### src/rtl/bus_rd_pkg.sv
package bus_rd_pkg;

  typedef enum logic [1:0] {
    SZ_LONG = 2'b00,
    SZ_BYTE = 2'b01,
    SZ_WORD = 2'b10,
    SZ_LINE = 2'b11
  } xfer_size_e;

  typedef enum logic [1:0] {
    ST_IDLE  = 2'd0,
    ST_FETCH = 2'd1,
    ST_DRIVE = 2'd2
  } resp_state_e;

endpackage

### src/rtl/addr_window_decode.sv
module addr_window_decode #(
  parameter int AW = 32,
  parameter int DW = 32,
  parameter int DEPTH = 16,
  parameter logic [AW-1:0] BASE_ADDR = 'h8000_0040
) (
  input  logic [AW-1:0]                 addr,
  output logic                          hit,
  output logic [$clog2(DEPTH)-1:0]      idx,
  output logic [$clog2(DW/8)-1:0]       offs
);
  localparam int NL   = DW / 8;
  localparam int OFFW = $clog2(NL);
  localparam int IDXW = $clog2(DEPTH);
  localparam int TAGL = IDXW + OFFW;
  localparam logic [AW:0] WIN_LO = {1'b0, BASE_ADDR};
  localparam logic [AW:0] WIN_HI = WIN_LO + (AW+1)'(NL * DEPTH);

  always_comb begin
    hit  = (addr[AW-1:TAGL] == BASE_ADDR[AW-1:TAGL]);
    idx  = addr[TAGL-1:OFFW];
    offs = addr[OFFW-1:0];
  end

  // a hit must lie inside the arithmetic window bounds
  always_comb begin
    if (hit) begin
      assert_hit_in_window_R2: assert (({1'b0, addr} >= WIN_LO) && ({1'b0, addr} < WIN_HI));
    end
  end

endmodule

### src/rtl/word_store.sv
module word_store #(
  parameter int DW = 32,
  parameter int DEPTH = 16,
  parameter logic [7:0] SEED = 8'h5A
) (
  input  logic                     clk,
  input  logic                     rd_en,
  input  logic [$clog2(DEPTH)-1:0] rd_idx,
  output logic [DW-1:0]            rd_data
);
  localparam int NL = DW / 8;

  logic [DW-1:0] mem [DEPTH];

  initial begin
    for (int i = 0; i < DEPTH; i++) begin
      for (int b = 0; b < NL; b++) begin
        mem[i][DW-1-8*b -: 8] = 8'(i * NL + b) ^ SEED;
      end
    end
  end

  always_ff @(posedge clk) begin
    if (rd_en) rd_data <= mem[rd_idx];
  end

endmodule

### src/rtl/lane_steer.sv
module lane_steer
  import bus_rd_pkg::*;
#(
  parameter int DW = 32
) (
  input  logic [DW-1:0]            word,
  input  xfer_size_e               size,
  input  logic [$clog2(DW/8)-1:0]  offs,
  input  logic [DW/8-1:0]          bsel,
  input  logic                     sel_mode,
  output logic [DW/8-1:0]          mask,
  output logic [DW-1:0]            steered
);
  localparam int NL   = DW / 8;
  localparam int OFFW = $clog2(NL);

  for (genvar k = 0; k < NL; k++) begin : g_lane
    localparam logic [OFFW-1:0] LANE_OFF = OFFW'(NL - 1 - k);
    logic sz_sel;

    always_comb begin
      unique case (size)
        SZ_BYTE: sz_sel = (offs == LANE_OFF);
        SZ_WORD: sz_sel = (offs[OFFW-1:1] == LANE_OFF[OFFW-1:1]);
        default: sz_sel = 1'b1;
      endcase
      mask[k]          = sel_mode ? bsel[k] : sz_sel;
      steered[8*k +: 8] = mask[k] ? word[8*k +: 8] : 8'h00;
    end
  end

endmodule

### src/rtl/bus_read_responder.sv
module bus_read_responder
  import bus_rd_pkg::*;
#(
  parameter int AW = 32,
  parameter int DW = 32,
  parameter int DEPTH = 16,
  parameter int WAITW = 3,
  parameter logic [AW-1:0] BASE_ADDR = 'h8000_0040
) (
  input  logic              clk,
  input  logic              rst,
  input  logic              xfer_start,
  input  logic              rd_wrn,
  input  logic [AW-1:0]     addr,
  input  logic [1:0]        size,
  input  logic [DW/8-1:0]   byte_sel,
  input  logic              sel_mode,
  input  logic [WAITW-1:0]  wait_states,
  output logic [DW-1:0]     data_out,
  output logic              data_oe,
  output logic              xfer_ack
);
  localparam int NL   = DW / 8;
  localparam int OFFW = $clog2(NL);
  localparam int IDXW = $clog2(DEPTH);

  resp_state_e      state;
  logic [WAITW-1:0] cnt;
  logic             hit;
  logic [IDXW-1:0]  idx;
  logic [OFFW-1:0]  offs;
  logic             accept;

  xfer_size_e       size_q;
  logic [OFFW-1:0]  offs_q;
  logic [NL-1:0]    bsel_q;
  logic             mode_q;
  logic [IDXW-1:0]  idx_q;
  logic [NL-1:0]    mask_q;

  logic [DW-1:0]    rd_word;
  logic [NL-1:0]    lane_mask;
  logic [DW-1:0]    lane_data;

  addr_window_decode #(
    .AW(AW), .DW(DW), .DEPTH(DEPTH), .BASE_ADDR(BASE_ADDR)
  ) u_dec (
    .addr(addr), .hit(hit), .idx(idx), .offs(offs)
  );

  assign accept = (state == ST_IDLE) && xfer_start && rd_wrn && hit;

  word_store #(.DW(DW), .DEPTH(DEPTH)) u_store (
    .clk(clk), .rd_en(accept), .rd_idx(idx), .rd_data(rd_word)
  );

  lane_steer #(.DW(DW)) u_steer (
    .word(rd_word), .size(size_q), .offs(offs_q), .bsel(bsel_q),
    .sel_mode(mode_q), .mask(lane_mask), .steered(lane_data)
  );

  always_ff @(posedge clk) begin
    if (rst) begin
      state    <= ST_IDLE;
      cnt      <= '0;
      size_q   <= SZ_LONG;
      offs_q   <= '0;
      bsel_q   <= '0;
      mode_q   <= 1'b0;
      idx_q    <= '0;
      mask_q   <= '0;
      data_out <= '0;
      data_oe  <= 1'b0;
      xfer_ack <= 1'b0;
    end else begin
      unique case (state)
        ST_IDLE: begin
          if (accept) begin
            size_q <= xfer_size_e'(size);
            offs_q <= offs;
            bsel_q <= byte_sel;
            mode_q <= sel_mode;
            idx_q  <= idx;
            cnt    <= wait_states;
            state  <= ST_FETCH;
          end
        end
        ST_FETCH: begin
          if (cnt == '0) begin
            data_out <= lane_data;
            mask_q   <= lane_mask;
            data_oe  <= 1'b1;
            xfer_ack <= 1'b1;
            state    <= ST_DRIVE;
          end else begin
            cnt <= cnt - 1'b1;
          end
        end
        default: begin
          data_out <= '0;
          data_oe  <= 1'b0;
          xfer_ack <= 1'b0;
          state    <= ST_IDLE;
        end
      endcase
    end
  end

  // acknowledge lasts a single clock
  assert_ack_single_R4: assert property (@(posedge clk) disable iff (rst)
    xfer_ack |=> !xfer_ack);

  // bus released means zero data
  assert_zero_when_off_R5: assert property (@(posedge clk) disable iff (rst)
    !data_oe |-> (data_out == '0));

  // a write strobe in idle leaves the responder idle
  assert_write_ignored_R3: assert property (@(posedge clk) disable iff (rst)
    (state == ST_IDLE && xfer_start && !rd_wrn) |=> (state == ST_IDLE));

  // a strobe during a transfer does not touch the captured request
  assert_busy_strobe_ignored_R10: assert property (@(posedge clk) disable iff (rst)
    (state == ST_FETCH && xfer_start) |=> ($stable(idx_q) && $stable(bsel_q)));

  // the wait counter only counts down once captured
  assert_wait_countdown_R11: assert property (@(posedge clk) disable iff (rst)
    (state == ST_FETCH && cnt != '0) |=> (cnt == $past(cnt) - 1'b1));

  // unselected lanes carry zero while driving
  for (genvar k = 0; k < NL; k++) begin : g_lane_chk
    assert_unsel_lane_zero_R9: assert property (@(posedge clk) disable iff (rst)
      (data_oe && !mask_q[k]) |-> (data_out[8*k +: 8] == 8'h00));
  end

endmodule

### config.mk
export PLATFORM = sky130hd
export DESIGN_NAME = bus_read_responder
export DESIGN_NICKNAME = d
export VERILOG_FILES = /design/src/rtl/bus_rd_pkg.sv /design/src/rtl/addr_window_decode.sv /design/src/rtl/word_store.sv /design/src/rtl/lane_steer.sv /design/src/rtl/bus_read_responder.sv
export SDC_FILE = /design/constraint.sdc
export NUM_CORES = 1
export LEC_CHECK = 0
export BUFFER_PORTS_ARGS = -buffer_cell sky130_fd_sc_hd__clkbuf_2
export CAP_MARGIN = 40
export CORE_MARGIN = 1
export CORE_UTILIZATION = 45
export CTS_BUF_LIST = sky130_fd_sc_hd__clkbuf_16
export DETAILED_ROUTE_END_ITERATION = 7
export GPL_ROUTABILITY_DRIVEN = 0
export PLACE_DENSITY_LB_ADDON = 0.1
export SYNTH_ARGS = -nofsm -noshare
export SYNTH_HDL_FRONTEND = slang
export SYNTH_SLANG_ARGS = --single-unit
### constraint.sdc
create_clock -name clk -period 1.8 [get_ports clk]
set_input_delay 0.18 -clock clk [delete_from_list [all_inputs] [get_ports clk]]
set_output_delay 0.18 -clock clk [all_outputs]
set_load 0.02 [all_outputs]
==> metrics.md, run 1 <==
| Metric | Value |
|---|---|
| Area occupied by multi-input gates | 846 µm² |
| CTS Sinks | 39 |
| Total GRT Usage | slightly above 20% |
| # resized after CTS | 0 |
| Dpl hpwl | 3030 µm |
| Inserted Clock Buffers | 5 |
| Core area | 3770 µm² |
| Hold/Removal Path Class | in -> reg |
| Setup WS post-layout | 92.1 ps |
| Vias in the first global route | 1515 |
| Worst hold start | addr[2] |
| Final period utilization | 94.9% |
| Post-Syn Area | 1830 µm² |
| Hold buffers post-CTS | 0 |
| Pre-CTS WS | 106 ps |
| Setup crit end kind | flop |
| F_max | 0.586 GHz |
| H-tree levels | 2 |
| Clock buffer depth | 2 |
| RSZ-0062 raised after global routing | yes |
| Clk pin slew, worst setup/hold paths | around 50 ps |
| CP Launch Type | flop |
| Yosys cell types | 31 |
| Worst r2r src | cnt[0] |
| Reg2reg setup slack | 90 ps |
| Clock Skew | 1.75 ps |
| Root Buffer Master | clkbuf_16 |
| Ranking of synthesized cells by area | dfxtp_1 (38%), a21oi_1 (8.2%), edfxtp_1 (6.6%) |
| Yosys top cell by area | dfxtp_1 |
| Antenna violations before repair | 0 |
| Relative slew slack | 52.4% |
| Status | complete, no violations |
| VDD IR max | roughly 0.58 mV |
| Worst Path Required | ~2000 ps |
| TritonRoute pass-1 iters | 4 |
| Avg Vias per Cell | ~5.2 |
| Setup TNS | 0 ps |
| Register-to-Register Path Depth | 7 |
| Initial DRC Count | 84 |
| Post-CTS Setup Inserts | 0 |
| Fin. max-slew vios | 0 |
| First-pass GRT wire length | 6720 µm |
| Register area | 821 µm² |
| Final #Nets | 324 |
| Measured slew at the worst slew-check pin | a little over 700 ps |
| Die width | 65.8 µm |
| Detailed Route WL | 4170 µm |
| Max_cap viols | 0 |
| Syn_area_per_cell | about 9 µm² |
| Seq cells post-synth | 39 |
| Via count | about 1700 |
| Post-DRT Antenna Nets | 0 |
| Grt total ovfl | 0 |
| Final Setup Violations | 0 |
| Hold path cells | 1 |
| CTS tree | yes |
| Antenna diodes | 0 |
| Die area | ~4300 µm² |
| Worst Hold End | u_store.rd_data[26] |
| Cell Pwr Density | 826 nW/µm² |
| Post-synth top area share | roughly two fifths |
| Layout cells sized above 1 | 34.5% |
| Critical path origin | cnt[0] |
| WP data arrival | 1920 ps |
| Initial Util | about 50% |
| Reg2reg end | data_out[3] |
| Syn. warnings | 0 |
| Later-pin clock latency in the skew report | between 200 and 300 ps |
| Seq/Total Area, Yosys | 44.8% |
| IO Pins | 80 |
| Final Hold Viols | 0 |
| DRC Markers | 0 |
| Pin count of the biggest net entering global routing | 23 |
| Synth-to-Final Area Change | 28.1% |
| Core Rows | 22 |
| CP Max Fanout | 6 |
| Port bufs | 71 |
| Die Span Y | 65.8 µm |
| Post-synthesis cell count | between 200 and 250 |
| Tmin final | 1710 ps |
| Static leakage | 0.983 nW |
| Setup CP Type | reg -> reg |
| Fillers | 340 |
| DR WL/cell | 12.9 µm |
## synth_stat cells
library cell / number
ha_1: 4
mux2_4: 3
or2_2: 1
o211ai_1: 8
nor4b_2: 2
nor4_1: 3
clkbuf_1: 6
nand3b_1: 1
nand4_1: 2
edfxtp_1: 4
inv_1: 13
nor2_1: 22
or2b_1: 1
conb_1: 1
a21oi_4: 1
nor3b_1: 2
mux2i_1: 1
buf_6: 2
nor4bb_2: 1
a22oi_1: 2
dfxtp_1: 35
a32oi_1: 8
o21ai_0: 13
buf_1: 1
nand2_1: 10
nand3_1: 9
buf_4: 13
nand2b_1: 2
a21oi_1: 30
nor4_4: 1
and4_1: 2
## report_power, final
part | internal, W | switching [W] | total, W
sequential | 0.000877 | 0.00000000000305 | 0.000877
clock | 0.000645 | 0.000325 | 0.000970
combinational | 0.0000439 | 0.0000482 | 0.0000921
total | 0.00157 | 0.000373 | 0.00194
## cells in the final DEF, fill, tap and decap left out, types with 2 or more instances in the layout
cell type,instances
o211ai_1,8
mux2_4,3
nand2_1,10
clkbuf_16,5
nand2b_1,2
edfxtp_1,4
a22oi_1,2
ha_1,4
buf_4,7
nor3b_1,2
nor4b_2,2
dfxtp_1,35
conb_1,8
nor4_1,3
a21oi_1,29
a32oi_1,8
clkbuf_2,71
inv_1,13
nor2_1,22
nand3_1,9
and4_1,2
nand4_1,2
o21ai_0,13
## logic make-up (layout without fill, tap and decap cells)
family | after synthesis | count (layout) | synth area share, %
buffers and inverters | 35 | 99 | 10.7
DFF | 39 | 39 | 44.8
adders and majority gates | 4 | 4 | 2.73
muxes | 4 | 4 | 3.01
and+or+nand+nor | 59 | 59 | 18.0
other | 1 | 8 | 0.205
AOI/OAI and AO/OA | 62 | 62 | 20.6
## metal layers
metal,part of all wire (%),track usage [%],vias up
met1,47,25.5,756
met5,0,0,-
met4,1.5,9.78,0
met2,46,33.5,61
li1,-,-,848
met3,5.6,5.52,5
## registers in the layout, summed over array words and instances (netlist names)
register and count:
state 2, data_out 20, u_store.rd_data 4, xfer_ack 1, cnt 3, offs_q 2
size_q 2, bsel_q 4, mode_q 1
## stage by stage
| step | hold WS, ps | cells | cell area [µm²] | power, W | utilization [%] |
|---|---|---|---|---|---|
| floorplan | 279 | 211 | 1860 | 0.000947 | - |
| global placement | 360 | 315 | 2180 | 0.000988 | 57.8 |
| detailed placement | 359 | 315 | 2180 | 0.000989 | 57.8 |
| CTS | 70.3 | 323 | 2340 | 0.00196 | 62.1 |
| global route | 68.0 | 323 | 2350 | 0.00200 | 62.2 |
| finish | 74.7 | 323 | 2350 | 0.00194 | 62.2 |
## how the worst max path moves through the flow
| stage | end | slack (ps) |
|---|---|---|
| 2_1_floorplan | u_store.rd_data[21] | 310 |
| 3_5_place_dp | data_out[10] | 110 |
| 6_report | data_out[3] | 90 |
| 5_1_grt | data_out[28] | -60 |
| 4_1_cts | data_out[10] | 100 |
| 3_3_place_gp | data_out[28] | 210 |
## critical path: stages (launching register included)
cell      delay (ps)
dfxtp_1          300
inv_1             90
ha_1             150
ha_1             170
nand3b_1         220
a21oi_1          390
a32oi_1          170
nor2_1           140
## cell type report
class,count,share of cell area [%]
multi-input combinational,137,36.0
sequential,39,35.0
timing repair buffer,78,17.4
clock buffer,5,5.33
tap,48,2.56
inverter,13,2.08
clock inverter,3,1.65
No activity file was read; power rests on OpenSTA's default activity.
==> run 2: changes to the inputs <==
HOLD_SLACK_MARGIN = 0.15   (was not set)
==> run 2 against run 1 <==
Routed wire length rose by 3.2%. Register-to-register slack about the same. Count of clock-buffer cells in the layout did not move. Final cell count grew 2.8%. Sequential power hardly changed. Die area did not move. Design area rose by 3.8%. Clock skew about the same. Global-route usage grew 0.73 points. Critical endpoint is now data_out[28]. Largest power group unchanged.
==> metrics.md, run 2 (synthesized netlist as in run 1, its figures left out) <==
| Metric | Value |
|---|---|
| Critical path, cell by cell | inv_1 -> ha_1 -> ha_1 -> nand3b_1 -> a21oi_1 -> o211ai_1 -> a21oi_1 |
| Cell Pwr Density | 804 nW/µm² |
| Measured slew at the worst slew-check pin | 694 ps |
| CTS tree | yes |
| Die width | 65.8 µm |
| Max_cap viols | 0 |
| Max FFs per register | 20 |
| DRC Markers | 0 |
| Port bufs | between 70 and 80 |
| Initial Util | 48.6% |
| Synth-to-Final Area Change | 33.1% |
| Status | complete, no violations |
| CP Max Fanout | 6 |
| Via count | 1701 |
| Setup CP Type | reg -> reg |
| Clock buffer depth | 2 |
| Final period utilization | 94.7% |
| Relative slew slack | approximately 53% |
| Hold/Removal Path Class | in -> reg |
| Worst path max stage delay | 400 ps |
| Final #Nets | approximately 330 |
| Fin area | 2440 µm² |
| Avg Vias per Cell | 5.12 |
| Clock Skew | between 2 and 2.5 ps |
| Total GRT Usage | 21.5% |
| IO Pins | 80 |
| RSZ-0062 raised after global routing | yes |
| Top reg by flops | data_out |
| VDD IR max | around 0.59 mV |
| Detailed Route WL | 4310 µm |
| Fin. max-slew vios | 0 |
| Fillers | between 300 and 400 |
| First-pass GRT wire length | 6920 µm |
| H-tree levels | 2 |
| Grt total ovfl | 0 |
| Die Span Y | roughly 66 µm |
| Pin count of the biggest net entering global routing | 23 |
| Later-pin clock latency in the skew report | about 280 ps |
| Most common cell after layout, fill and taps aside | clkbuf_2 |
| Final Setup Violations | 0 |
| F_max | 0.587 GHz |
| Root Buffer Master | clkbuf_16 |
| Post-CTS Setup Inserts | 0 |
| Initial DRC Count | 64 |
| DR WL/cell | approximately 13 µm |
| Die area | roughly 4300 µm² |
| Largest regs | data_out: 20 flops, bsel_q: 4 flops, u_store.rd_data: 4 flops |
| CP max-delay cell | a21oi_1 |
| Static leakage | roughly 1.0 nW |
| CP Launch Type | flop |
| DP Area | 2180 µm² |
| Worst path buffer plus inverter count | 1 |
| Power, Total | 0.00196 W |
| Dpl hpwl | just over 3000 µm |
| Antenna violations before repair | 0 |
| Worst Path Required | 2010 ps |
| WP data arrival | 1920 ps |
| Core Rows | 22 |
| Tmin final | 1700 ps |
| Inserted Clock Buffers | 5 |
| Post-DRT Antenna Nets | 0 |
| Core area | ~3800 µm² |
| TritonRoute pass-1 iters | 6 |
| Crit path max-delay family | compound AO/OA/AOI/OAI gates |
| Clk pin slew, worst setup/hold paths | 60 ps |
| Vias in the first global route | 1568 |
| Setup crit end kind | flop |
| Antenna diodes | 0 |
| Final Hold Viols | 0 |
| Layout cells sized above 1 | between 30% and 40% |
| CTS Sinks | 39 |
| Most frequent cells in the layout | clkbuf_2 (71), dfxtp_1 (35), a21oi_1 (29) |
| Setup TNS | 0 ps |
## run 2: cell types whose count changed in the layout (fill, tap and decap cells not counted), sizes merged
| cell | previous run | this run |
|---|---|---|
| dlygate4sd3 | 0 | 9 |
## run 2: final timing paths
path,start,to,slack (ps),cells after the start
worst min-delay path,sel_mode,mode_q,160,3
worst min register to register,data_out[11],data_out[11],450,2
worst max-delay path,cnt[0],data_out[28],100,7
worst max register to register,cnt[0],data_out[28],100,7
## run 2: where the power goes
part / internal [W] / total (W) / switching [W]
clock network: 0.000645 / 0.000972 / 0.000327
logic: 0.0000566 / 0.000109 / 0.0000525
registers: 0.000877 / 0.000877 / 0.00000000000303
## run 2: per-stage QoR
step           instances  setup WS, ps  util, %  hold WS, ps
6_report             332          95.1     64.6          159
5_1_grt              332         -59.7     64.6          174
4_1_cts              332          95.3     64.5          161
3_5_place_dp         315           106     57.8          359
3_3_place_gp         315           209     57.8          360
2_1_floorplan        211           313        -          279
## run 2: area by class of cell
cell class | instances | area [µm²] | area share, %
Multi-Input combinational cell | 137 | 846 | 34.7
Sequential cell | 39 | 821 | 33.7
Timing Repair Buffer | 87 | 498 | 20.4
Clock buffer | 5 | 125 | 5.13
Tap cell | 48 | 60.1 | 2.46
Inverter | 13 | 48.8 | 2.00
Clock inverter | 3 | 38.8 | 1.59
## run 2: worst register-to-register path: cells and delay by family, from the launching register on
family | cells | cell delay, ps
adders and majority gates | 2 | 320
and+or+nand+nor | 1 | 220
AOI/OAI and AO/OA | 3 | 710
DFF | 1 | 300
buffers and inverters | 1 | 90
## run 2: what timing repair did
item	4_1_cts	5_1_grt
hold buffers	9	0
resized for setup	0	1
hold endpoints to repair	9	0
endpoints found under the setup margin	0	8
## run 2: per-layer routing
layer  share of wire (%)  track usage, %  vias to the layer above
met1                  47            26.0                      769
met2                  45            34.6                       58
met5                   0               0                        -
met4                 2.2            11.4                        0
met3                 5.4            5.69                        9
li1                    -               -                      865
==> run 3: changes to the inputs <==
CORE_ASPECT_RATIO = 1.4   (was not set)
SETUP_SLACK_MARGIN = 0.5   (was not set)
==> run 3 against run 2 <==
Core utilization increased by 3.8 points. Count of clock-buffer cells in the layout did not move. Register-to-register slack improved by 250 ps. First-iteration DRC count down 17%. Critical path depth is 1 higher. Non-clock buffer count increased by 13. Largest power group is now sequential cells. Highest routed layer unchanged.
==> metrics.md, run 3 (synthesized netlist as in run 1, its figures left out) <==
| Metric | Value |
|---|---|
| Status | complete, no violations |
| Fillers | 338 |
| Inserted Clock Buffers | 5 |
| Fin. max-slew vios | 0 |
| Highest Signal Layer | met4 |
| Core area | about 3900 µm² |
| Port bufs | 71 |
| First-pass GRT wire length | roughly 7000 µm |
| Antenna violations before repair | 0 |
| Via count | around 1800 |
| Final period utilization | 81.0% |
| Initial Util | between 40% and 50% |
| Dpl hpwl | just over 3000 µm |
| Post-DRT Antenna Nets | 0 |
| VDD IR max | 0.643 mV |
| Total GRT Usage | 20.7% |
| Hold WS | between 150 and 200 ps |
| Setup CP Type | reg -> reg |
| Top reg by flops | data_out |
| Most frequent cells in the layout | clkbuf_2 (71), dfxtp_1 (32), a21oi_1 (23) |
| Clk pin slew, worst setup/hold paths | 60 ps |
| Clock buffer depth | 2 |
| WP data arrival | 1670 ps |
| Root Buffer Master | clkbuf_16 |
| Synth-to-Final Area Change | 46.4% |
| Tmin final | 1460 ps |
| Hold/Removal Path Class | in -> reg |
| CP Max Fanout | 10 |
| Clock Skew | 5.10 ps |
| H-tree levels | 2 |
| Max FFs per register | 20 |
| Die Span Y | 77.5 µm |
| F_max | 0.686 GHz |
| IO Pins | 80 |
| Static leakage | 1.10 nW |
| Post-Route Utilization | 68.5% |
| Layout cells sized above 1 | 43.1% |
| Final #Nets | 346 |
| Vias in the first global route | 1590 |
| CP max-delay cell | dfxtp_1 |
| Reg2reg setup slack | 340 ps |
| Grt total ovfl | 0 |
| Setup TNS | 0 ps |
| DRC Markers | 0 |
| Initial DRC Count | between 50 and 60 |
| Most common cell after layout, fill and taps aside | clkbuf_2 |
| Worst Path Required | 2010 ps |
| Worst path max stage delay | 320 ps |
| Register area | 830 µm² |
| Critical path origin | cnt[0] |
| Detailed Route WL | 4540 µm |
| Met3 wire len | 277 µm |
| Later-pin clock latency in the skew report | 280 ps |
| DR WL met2 | roughly 2400 µm |
| Die area | about 4300 µm² |
| Final Setup Violations | 0 |
| CP Launch Type | flop |
| Critical path, cell by cell | inv_2 -> ha_4 -> ha_4 -> buf_4 -> a21oi_4 -> buf_4 -> nand2_1 -> a21oi_1 |
| Worst r2r src | cnt[0] |
| Largest regs | data_out: 20 flops, bsel_q: 4 flops, u_store.rd_data: 4 flops |
| Area occupied by multi-input gates | 985 µm² |
| Crit path max-delay family | buffers and inverters |
| TritonRoute pass-1 iters | 4 |
| DP Area | 2170 µm² |
| Register-to-Register Path Depth | 8 |
| Antenna diodes | 0 |
| CTS Sinks | 39 |
| Cell Pwr Density | 683 nW/µm² |
| Worst path buffer plus inverter count | 3 |
| WP depth | 8 |
| Avg Vias per Cell | 5.29 |
| Fin area | 2680 µm² |
| Die width | 55.9 µm |
| Reg2reg end | data_out[14] |
| DR WL/cell | 13.4 µm |
| Core Rows | 27 |
| Pin count of the biggest net entering global routing | 22 |
| RSZ-0062 raised after global routing | yes |
| Setup crit end kind | flop |
| Met1 Wirelength | approximately 1700 µm |
| Max_cap viols | 0 |
| Final Hold Viols | 0 |
| Crit path to | data_out[14] |
| CTS tree | yes |
## run 3: repair_timing
| action | 4_1_cts | 5_1_grt |
|---|---|---|
| resized for setup | 34 | 16 |
| setup buffers | 5 | 5 |
| hold buffers | 11 | 0 |
| cloned | 2 | 1 |
| endpoints found under the setup margin | 36 | 37 |
| pin swaps | 23 | 8 |
| endpoints found under the hold margin | 11 | 0 |
## run 3: worst min-delay path by stage
stage | from | end | slack (ps) | cells past startpoint
after floorplan | addr[5] | u_store.rd_data[21] | 280 | 0
after global placement | addr[5] | u_store.rd_data[21] | 370 | 1
after detailed placement | addr[5] | u_store.rd_data[21] | 370 | 1
after CTS | byte_sel[0] | bsel_q[0] | 150 | 3
after global routing | byte_sel[0] | bsel_q[0] | 170 | 3
final | byte_sel[0] | bsel_q[0] | 160 | 3
## run 3: area by class of cell
cell class	instances	area share, %
flip-flops and latches	39	30.9
inverters	13	1.82
clock inverters	3	0.606
repair buffers	100	23.3
multi-input cells	137	36.7
well taps	43	2.01
clock buffers	5	4.66
## run 3: metrics by stage
step | worst slack, ps | power, W | instances
finish | 343 | 0.00183 | 340
global route | 274 | 0.00190 | 340
CTS | 255 | 0.00184 | 334
detailed placement | 160 | 0.000990 | 308
global placement | 219 | 0.000989 | 308
floorplan | 378 | 0.000947 | 211
## run 3: per-layer routing
metal  track usage (%)  vias to the layer above
met2              39.6                       77
met4              7.56                        0
met5                 0                        -
met3              4.50                        7
met1              21.7                      823
li1                  -                      890
## run 3: worst register-to-register path, cell delays in order (launching register included)
cell	delay (ps)
dfxtp_1	320
inv_2	50
ha_4	160
ha_4	150
buf_4	140
a21oi_4	160
buf_4	200
nand2_1	70
a21oi_1	130
## run 3: power breakdown
group / internal (W) / switching [W] / leakage [nW]
registers: 0.000874 / 0.00000000000337 / 0.320
clock network: 0.000505 / 0.000334 / 0.0710
logic: 0.0000623 / 0.0000564 / 0.712
